<file path="src/rtl/crPkg.sv">
package crPkg;

  typedef enum logic [1:0] {
    MODE_FAST     = 2'd0,
    MODE_SLOW     = 2'd1,
    MODE_AUTO     = 2'd2,
    MODE_AUTO_ALT = 2'd3
  } trackMode_e;

  // Width of the error magnitude handed from datapath to control.
  localparam int ERR_W = 8;

  // Datapath to control: a transition was seen and how far it was off.
  typedef struct packed {
    logic             edgeSeen;
    logic [ERR_W-1:0] errMag;
  } edgeInfo_t;

  // Control to datapath: which loop gain applies this cycle.
  typedef struct packed {
    logic useFast;
  } ctrlStrobe_t;

endpackage

</file>
<file path="src/rtl/crDatapath.sv">
module crDatapath
  import crPkg::*;
#(
  parameter int OSR      = 29,
  parameter int VOTE_LEN = 5,
  parameter int VOTE_MIN = 3
) (
  input  logic        clk,
  input  logic        rstN,
  input  logic        rawIn,
  input  ctrlStrobe_t ctrl,
  output edgeInfo_t   edgeInfo,
  output logic        dataOut,
  output logic        dataValid
);

  localparam int PHW = $clog2(OSR);
  localparam int MID = OSR / 2;

  logic [VOTE_LEN-1:0] hist;
  logic                filt;
  logic                filtPrev;
  logic                edgeDet;
  logic [PHW-1:0]      ph;
  logic [PHW-1:0]      phNext;
  int                  errS;
  int                  corr;
  int                  tmp;
  int                  mag;

  // Input history: the filter variant depends on the window length.
  generate
    if (VOTE_LEN > 1) begin : gWindow
      always_ff @(posedge clk or negedge rstN) begin
        if (!rstN) hist <= '0;
        else       hist <= {hist[VOTE_LEN-2:0], rawIn};
      end
    end else begin : gBypass
      always_ff @(posedge clk or negedge rstN) begin
        if (!rstN) hist <= '0;
        else       hist <= rawIn;
      end
    end
  endgenerate

  always_comb begin
    filt    = ($countones(hist) >= VOTE_MIN);
    edgeDet = filt ^ filtPrev;
  end

  // Phase error and next phase.
  always_comb begin
    if (int'(ph) <= MID) errS = int'(ph);
    else                 errS = int'(ph) - OSR;
    if (ctrl.useFast)    corr = errS / 2;
    else if (errS > 0)   corr = 1;
    else if (errS < 0)   corr = -1;
    else                 corr = 0;
    tmp = int'(ph) + 1;
    if (edgeDet) tmp = tmp - corr;
    if (tmp >= OSR)  tmp = tmp - OSR;
    else if (tmp < 0) tmp = tmp + OSR;
    phNext = PHW'(tmp);
    mag    = (errS < 0) ? -errS : errS;
  end

  always_comb begin
    edgeInfo.edgeSeen = edgeDet;
    edgeInfo.errMag   = ERR_W'(mag);
  end

  always_ff @(posedge clk or negedge rstN) begin
    if (!rstN) begin
      filtPrev  <= 1'b0;
      ph        <= '0;
      dataValid <= 1'b0;
      dataOut   <= 1'b0;
    end else begin
      filtPrev  <= filt;
      ph        <= phNext;
      dataValid <= (ph == PHW'(MID));
      if (ph == PHW'(MID)) dataOut <= filt;
    end
  end

  // Assertions

  p_phase_range_r3: assert property (@(posedge clk) disable iff (!rstN)
    ph < PHW'(OSR))
    else $error("phase counter out of range");

  p_advance_r3: assert property (@(posedge clk) disable iff (!rstN)
    (!edgeDet && ph != PHW'(OSR - 1)) |=> (ph == $past(ph) + 1'b1))
    else $error("phase did not advance");

  p_wrap_r3: assert property (@(posedge clk) disable iff (!rstN)
    (!edgeDet && ph == PHW'(OSR - 1)) |=> (ph == '0))
    else $error("phase did not wrap");

  p_valid_mid_r4: assert property (@(posedge clk) disable iff (!rstN)
    (ph == PHW'(MID)) |=> (dataValid && dataOut == $past(filt)))
    else $error("mid-bit capture missing");

  p_valid_only_mid_r4: assert property (@(posedge clk) disable iff (!rstN)
    (ph != PHW'(MID)) |=> !dataValid)
    else $error("strobe away from mid-bit");

  p_fast_half_r5: assert property (@(posedge clk) disable iff (!rstN)
    (edgeDet && ctrl.useFast && ph == PHW'(MID)) |=> (ph == PHW'(MID + 1 - MID / 2)))
    else $error("fast correction wrong");

  p_slow_step_r6: assert property (@(posedge clk) disable iff (!rstN)
    (edgeDet && !ctrl.useFast && ph != '0 && ph <= PHW'(MID)) |=> (ph == $past(ph)))
    else $error("slow correction wrong");

endmodule

</file>
<file path="src/rtl/crControl.sv">
module crControl
  import crPkg::*;
#(
  parameter int GOOD_TOL = 2,
  parameter int BAD_TOL  = 6,
  parameter int GOOD_RUN = 8,
  parameter int BAD_RUN  = 4
) (
  input  logic        clk,
  input  logic        rstN,
  input  logic [1:0]  modeSel,
  input  edgeInfo_t   edgeInfo,
  output ctrlStrobe_t ctrl,
  output logic        locked
);

  localparam int GCW = $clog2(GOOD_RUN + 1);
  localparam int BCW = $clog2(BAD_RUN + 1);

  trackMode_e     mode;
  logic           isGood;
  logic           isBad;
  logic [GCW-1:0] goodCnt;
  logic [BCW-1:0] badCnt;

  always_comb begin
    mode   = trackMode_e'(modeSel);
    isGood = edgeInfo.edgeSeen && (edgeInfo.errMag <= ERR_W'(GOOD_TOL));
    isBad  = edgeInfo.edgeSeen && (edgeInfo.errMag >  ERR_W'(BAD_TOL));
    case (mode)
      MODE_FAST: ctrl.useFast = 1'b1;
      MODE_SLOW: ctrl.useFast = 1'b0;
      default:   ctrl.useFast = !locked;
    endcase
  end

  always_ff @(posedge clk or negedge rstN) begin
    if (!rstN) begin
      goodCnt <= '0;
      badCnt  <= '0;
      locked  <= 1'b0;
    end else if (edgeInfo.edgeSeen) begin
      if (isGood) begin
        badCnt <= '0;
        if (goodCnt != GCW'(GOOD_RUN)) goodCnt <= goodCnt + 1'b1;
        if (goodCnt >= GCW'(GOOD_RUN - 1)) locked <= 1'b1;
      end else if (isBad) begin
        goodCnt <= '0;
        if (badCnt != BCW'(BAD_RUN)) badCnt <= badCnt + 1'b1;
        if (badCnt >= BCW'(BAD_RUN - 1)) locked <= 1'b0;
      end else begin
        goodCnt <= '0;
        badCnt  <= '0;
      end
    end
  end

  // Assertions

  p_lock_rise_r7: assert property (@(posedge clk) disable iff (!rstN)
    $rose(locked) |-> $past(isGood))
    else $error("lock set without a close transition");

  p_lock_fall_r8: assert property (@(posedge clk) disable iff (!rstN)
    $fell(locked) |-> $past(isBad))
    else $error("lock cleared without a far transition");

endmodule

</file>
<file path="src/rtl/bitClockRecovery.sv">
module bitClockRecovery
  import crPkg::*;
#(
  parameter int OSR      = 29,
  parameter int VOTE_LEN = 5,
  parameter int VOTE_MIN = 3,
  parameter int GOOD_TOL = 2,
  parameter int BAD_TOL  = 6,
  parameter int GOOD_RUN = 8,
  parameter int BAD_RUN  = 4
) (
  input  logic       clk,
  input  logic       rstN,
  input  logic       rawIn,
  input  logic [1:0] modeSel,
  output logic       dataOut,
  output logic       dataValid,
  output logic       locked,
  output logic       trackFast
);

  ctrlStrobe_t ctrl;
  edgeInfo_t   edgeInfo;

  crDatapath #(
    .OSR      (OSR),
    .VOTE_LEN (VOTE_LEN),
    .VOTE_MIN (VOTE_MIN)
  ) uDatapath (
    .clk       (clk),
    .rstN      (rstN),
    .rawIn     (rawIn),
    .ctrl      (ctrl),
    .edgeInfo  (edgeInfo),
    .dataOut   (dataOut),
    .dataValid (dataValid)
  );

  crControl #(
    .GOOD_TOL (GOOD_TOL),
    .BAD_TOL  (BAD_TOL),
    .GOOD_RUN (GOOD_RUN),
    .BAD_RUN  (BAD_RUN)
  ) uControl (
    .clk      (clk),
    .rstN     (rstN),
    .modeSel  (modeSel),
    .edgeInfo (edgeInfo),
    .ctrl     (ctrl),
    .locked   (locked)
  );

  assign trackFast = ctrl.useFast;

endmodule

</file>
<file path="config.mk">
export PLATFORM = sky130hd
export DESIGN_NAME = bitClockRecovery
export DESIGN_NICKNAME = d
export VERILOG_FILES = /design/src/rtl/crPkg.sv /design/src/rtl/crDatapath.sv /design/src/rtl/crControl.sv /design/src/rtl/bitClockRecovery.sv
export SDC_FILE = /design/constraint.sdc
export NUM_CORES = 1
export LEC_CHECK = 0
export BUFFER_PORTS_ARGS = -buffer_cell sky130_fd_sc_hd__buf_4
export CAP_MARGIN = 20
export CORE_UTILIZATION = 34
export CTS_BUF_LIST = sky130_fd_sc_hd__clkbuf_2
export DETAILED_ROUTE_END_ITERATION = 7
export SLEW_MARGIN = 20
export SYNTH_ARGS = -nofsm -noshare
export SYNTH_HDL_FRONTEND = slang
export SYNTH_HIERARCHICAL = 1
export SYNTH_SLANG_ARGS = --single-unit
export TNS_END_PERCENT = 100
</file>
<file path="constraint.sdc">
create_clock -name clk -period 13 [get_ports clk]
set_input_delay 2.6 -clock clk [delete_from_list [all_inputs] [get_ports clk]]
set_output_delay 2.6 -clock clk [all_outputs]
set_load 0.03 [all_outputs]
</file>
==> flow_summary.yaml <==
worst_setup_path:
  critPathMaxStageDelay_ps: 240
  endpoint_kind: "primary output"
  cp_top_family: "buffers and inverters"
  required_ps: 10400
  critPathMaxFanout: 17
  arrival_ps: 3290
  r2r_start: "uDatapath/ph[0]$_DFF_PN0_"
  crit_path_frequent_cell: "buf_4"
  cp_num_buf_inv: 3
  start_kind: "primary input"
  critPathKind: "primary input to primary output"
  slowest_stage: "buf_4"
  cp_cell_sequence: "buf_4, mux2i_1, buf_4, buf_4"
  critPathLaunch: "modeSel[1]"
timing:
  finalHoldViolations: 0
  min_period_ps: 5890
  fmax_mhz: 170
  setup_viol: 0
  finalSetupTns_ps: 0
  relSlewSlack_pct: 55.2
  tightest_slew_ps: 667
  period_share_pct: 45.3
  report.final.slew_viol_count: 0
  rsz0062_at_grt: "no"
  finClkSkew_ps: 10.2
synth:
  synthTopCellsByArea: "dfrtp_1 22%, ha_1 14%, inv_1 4.5%"
  synthTopCellsByCount: "28 x inv_1, 26 x ha_1, 21 x dfrtp_1, 20 x nor2_1, 16 x a21oi_1"
  synth_top_cell_by_area: "dfrtp_1"
  synth_area_um2: 2340
  async_flop_share_pct: 100
  yosysWarnings: 6
  synth_seq_cells: 21
  syn_inst: 270
  yosysMostFrequentCell: "inv_1"
  avgSynthCellArea_um2: 8.67
  synth_cell_type_count: 62
  synth_ff_type: "dfrtp_1"
  synth-edff-count: 0
  synth_top_area_share_pct: 22.5
  yosysSeqAreaShare_pct: 22.5
layout:
  layout.nets: 310
  fillers: 665
  drive_gt1_share_pct: 11.3
  insertedDiodeCount: 0
  syn_to_final_growth_pct: 5.88
  multi_input_comb_area_um2: 1650
  register_area_um2: 526
clock_network:
  clk_pin_slew_ps: 210
  numCtsBuffers: 3
  cts_hold_buffers: 0
  post_cts_buffers: 0
  cts_resized: 0
  root_buffer: "clkbuf_2"
  clock_sinks: 21
  clock_latency_ps: 340
  cts_buffer_depth: 2
  htreeDepth: 1
  cts_tree: "yes"
floorplan:
  core_area_um2: 6490
  die_x_um: 85.0
  start_util_pct: 36.0
  die_h_um: 85.0
  num_rows: 29
  ioPinCount: 9
  die_area_um2: 7220
global_routing:
  grt_use_total_pct: 14.2
  grt.overflow.total: 0
  grt_pass1_wl_um: 8290
  grt_pass1_vias: 1847
  grt_max_degree: 24
  antenna_found_initial: 0
route:
  firstDrtPassIters: 4
  vias: 1925
  drt_iter0_markers: 119
  wire_per_inst_um: 13.8
  drcViolationCount: 0
  wl_um: 4840
  postRouteAntennaNets: 0
  via_per_inst: 5.47
placed_design:
  hpwlAfterDp_um: 3800
  place_congestion: 0.828
  port_buffers: 8
min_path:
  hp-class: "flop to flop"
  worstHoldStart: "uDatapath/hist[2]$_DFF_PN0_"
status:
  status: "completed"
run:
  drv_cap: 0
## worst reg2reg max path, stage by stage, from the launching register on
cell and delay [ps]:
dfrtp_1 570, inv_1 150, ha_1 260, and4b_4 390, o21ai_2 130, nor2_1 150, ha_1 250, ha_1 240
nand3_1 100, ha_1 310, a21o_1 190, ha_1 350, a21o_1 190, a21o_1 220, o21bai_4 200, o311a_1 310
nor4_2 340, a31oi_1 180, nand2b_4 180, a211o_1 250
## stage by stage
| step | instance area [um^2] | instances | hold slack, ps | util (%) | worst slack (ps) |
|---|---|---|---|---|---|
| after floorplan | 2350 | 272 | 354 | - | 6700 |
| after global placement | 2450 | 348 | 357 | 37.8 | 6970 |
| after global routing | 2480 | 352 | 433 | 38.1 | 7030 |
| after CTS | 2480 | 352 | 416 | 38.1 | 7100 |
| final | 2480 | 352 | 406 | 38.1 | 7110 |
| after detailed placement | 2450 | 348 | 362 | 37.8 | 6900 |
## layer usage
metal  GRT usage (%)  share of wire [%]  vias up
li1                -                  -      985
met1            19.9                 50      901
met2            23.4                 46       37
met3            2.63                4.1        2
met4            1.69               0.35        0
met5               0                  0        -
## kinds of logic after synthesis
group / Yosys count / share of synthesized area (%)
mux: 7 / 3.16
fa+ha+maj: 29 / 16.5
buf+inv: 39 / 7.54
compound gates: 72 / 23.3
simple gates: 83 / 20.2
other cells: 1 / 0.160
xor+xnor: 18 / 6.74
flops: 21 / 22.5
## sequential cells by signal (all words and copies together) (netlist names)
signal and count:
uDatapath/dataValid 1, uDatapath/hist 5, uDatapath/ph 5, uControl/badCnt 3, uDatapath/filtPrev 1, uControl/locked 1
uControl/goodCnt 4, uDatapath/dataOut 1
## cells in the final DEF, fill, tap and decap left out, types with 3 or more instances in the layout
master	synthesis	layout
nand2_1	11	11
mux2_2	3	3
conb_1	1	3
a211o_1	3	3
nor2b_1	3	3
ha_1	26	26
nand4_1	6	6
nand2b_1	4	4
nor2_1	20	20
clkbuf_2	0	3
fa_1	3	3
o21ai_0	10	10
xor2_1	7	7
nand3_1	13	13
o31ai_1	4	4
inv_1	28	28
nor3_1	7	7
a21oi_1	16	16
a31oi_1	5	5
a21o_1	5	5
buf_4	6	10
o22ai_1	4	4
dfrtp_1	21	21
mux2i_1	4	4
xnor2_1	11	10
## worst paths after layout
kind                                                to  slack (ps)  depth (start not counted)
hold / removal             uDatapath/hist[3]$_DFF_PN0_         410                          0
setup / recovery                             trackFast        7110                          4
max in group asynchronous    uDatapath/ph[1]$_DFF_PN0_       10690                          1
min in group asynchronous  uControl/locked$_DFFE_PN0P_        2090                          1
setup reg to reg             uDatapath/ph[1]$_DFF_PN0_        7970                         19
hold reg to reg            uDatapath/hist[3]$_DFF_PN0_         410                          0
## area by class of cell
cell class / count / area share [%]
clock inverter: 1 / 0.303
tap: 77 / 3.89
multi-input combinational: 212 / 66.7
clock buffer: 3 / 0.606
sequential: 21 / 21.2
inverter: 28 / 4.24
timing repair buffer: 10 / 3.03
Power is not shown: default switching activity piles up to over one toggle a cycle in this logic, so the estimate is an artifact.
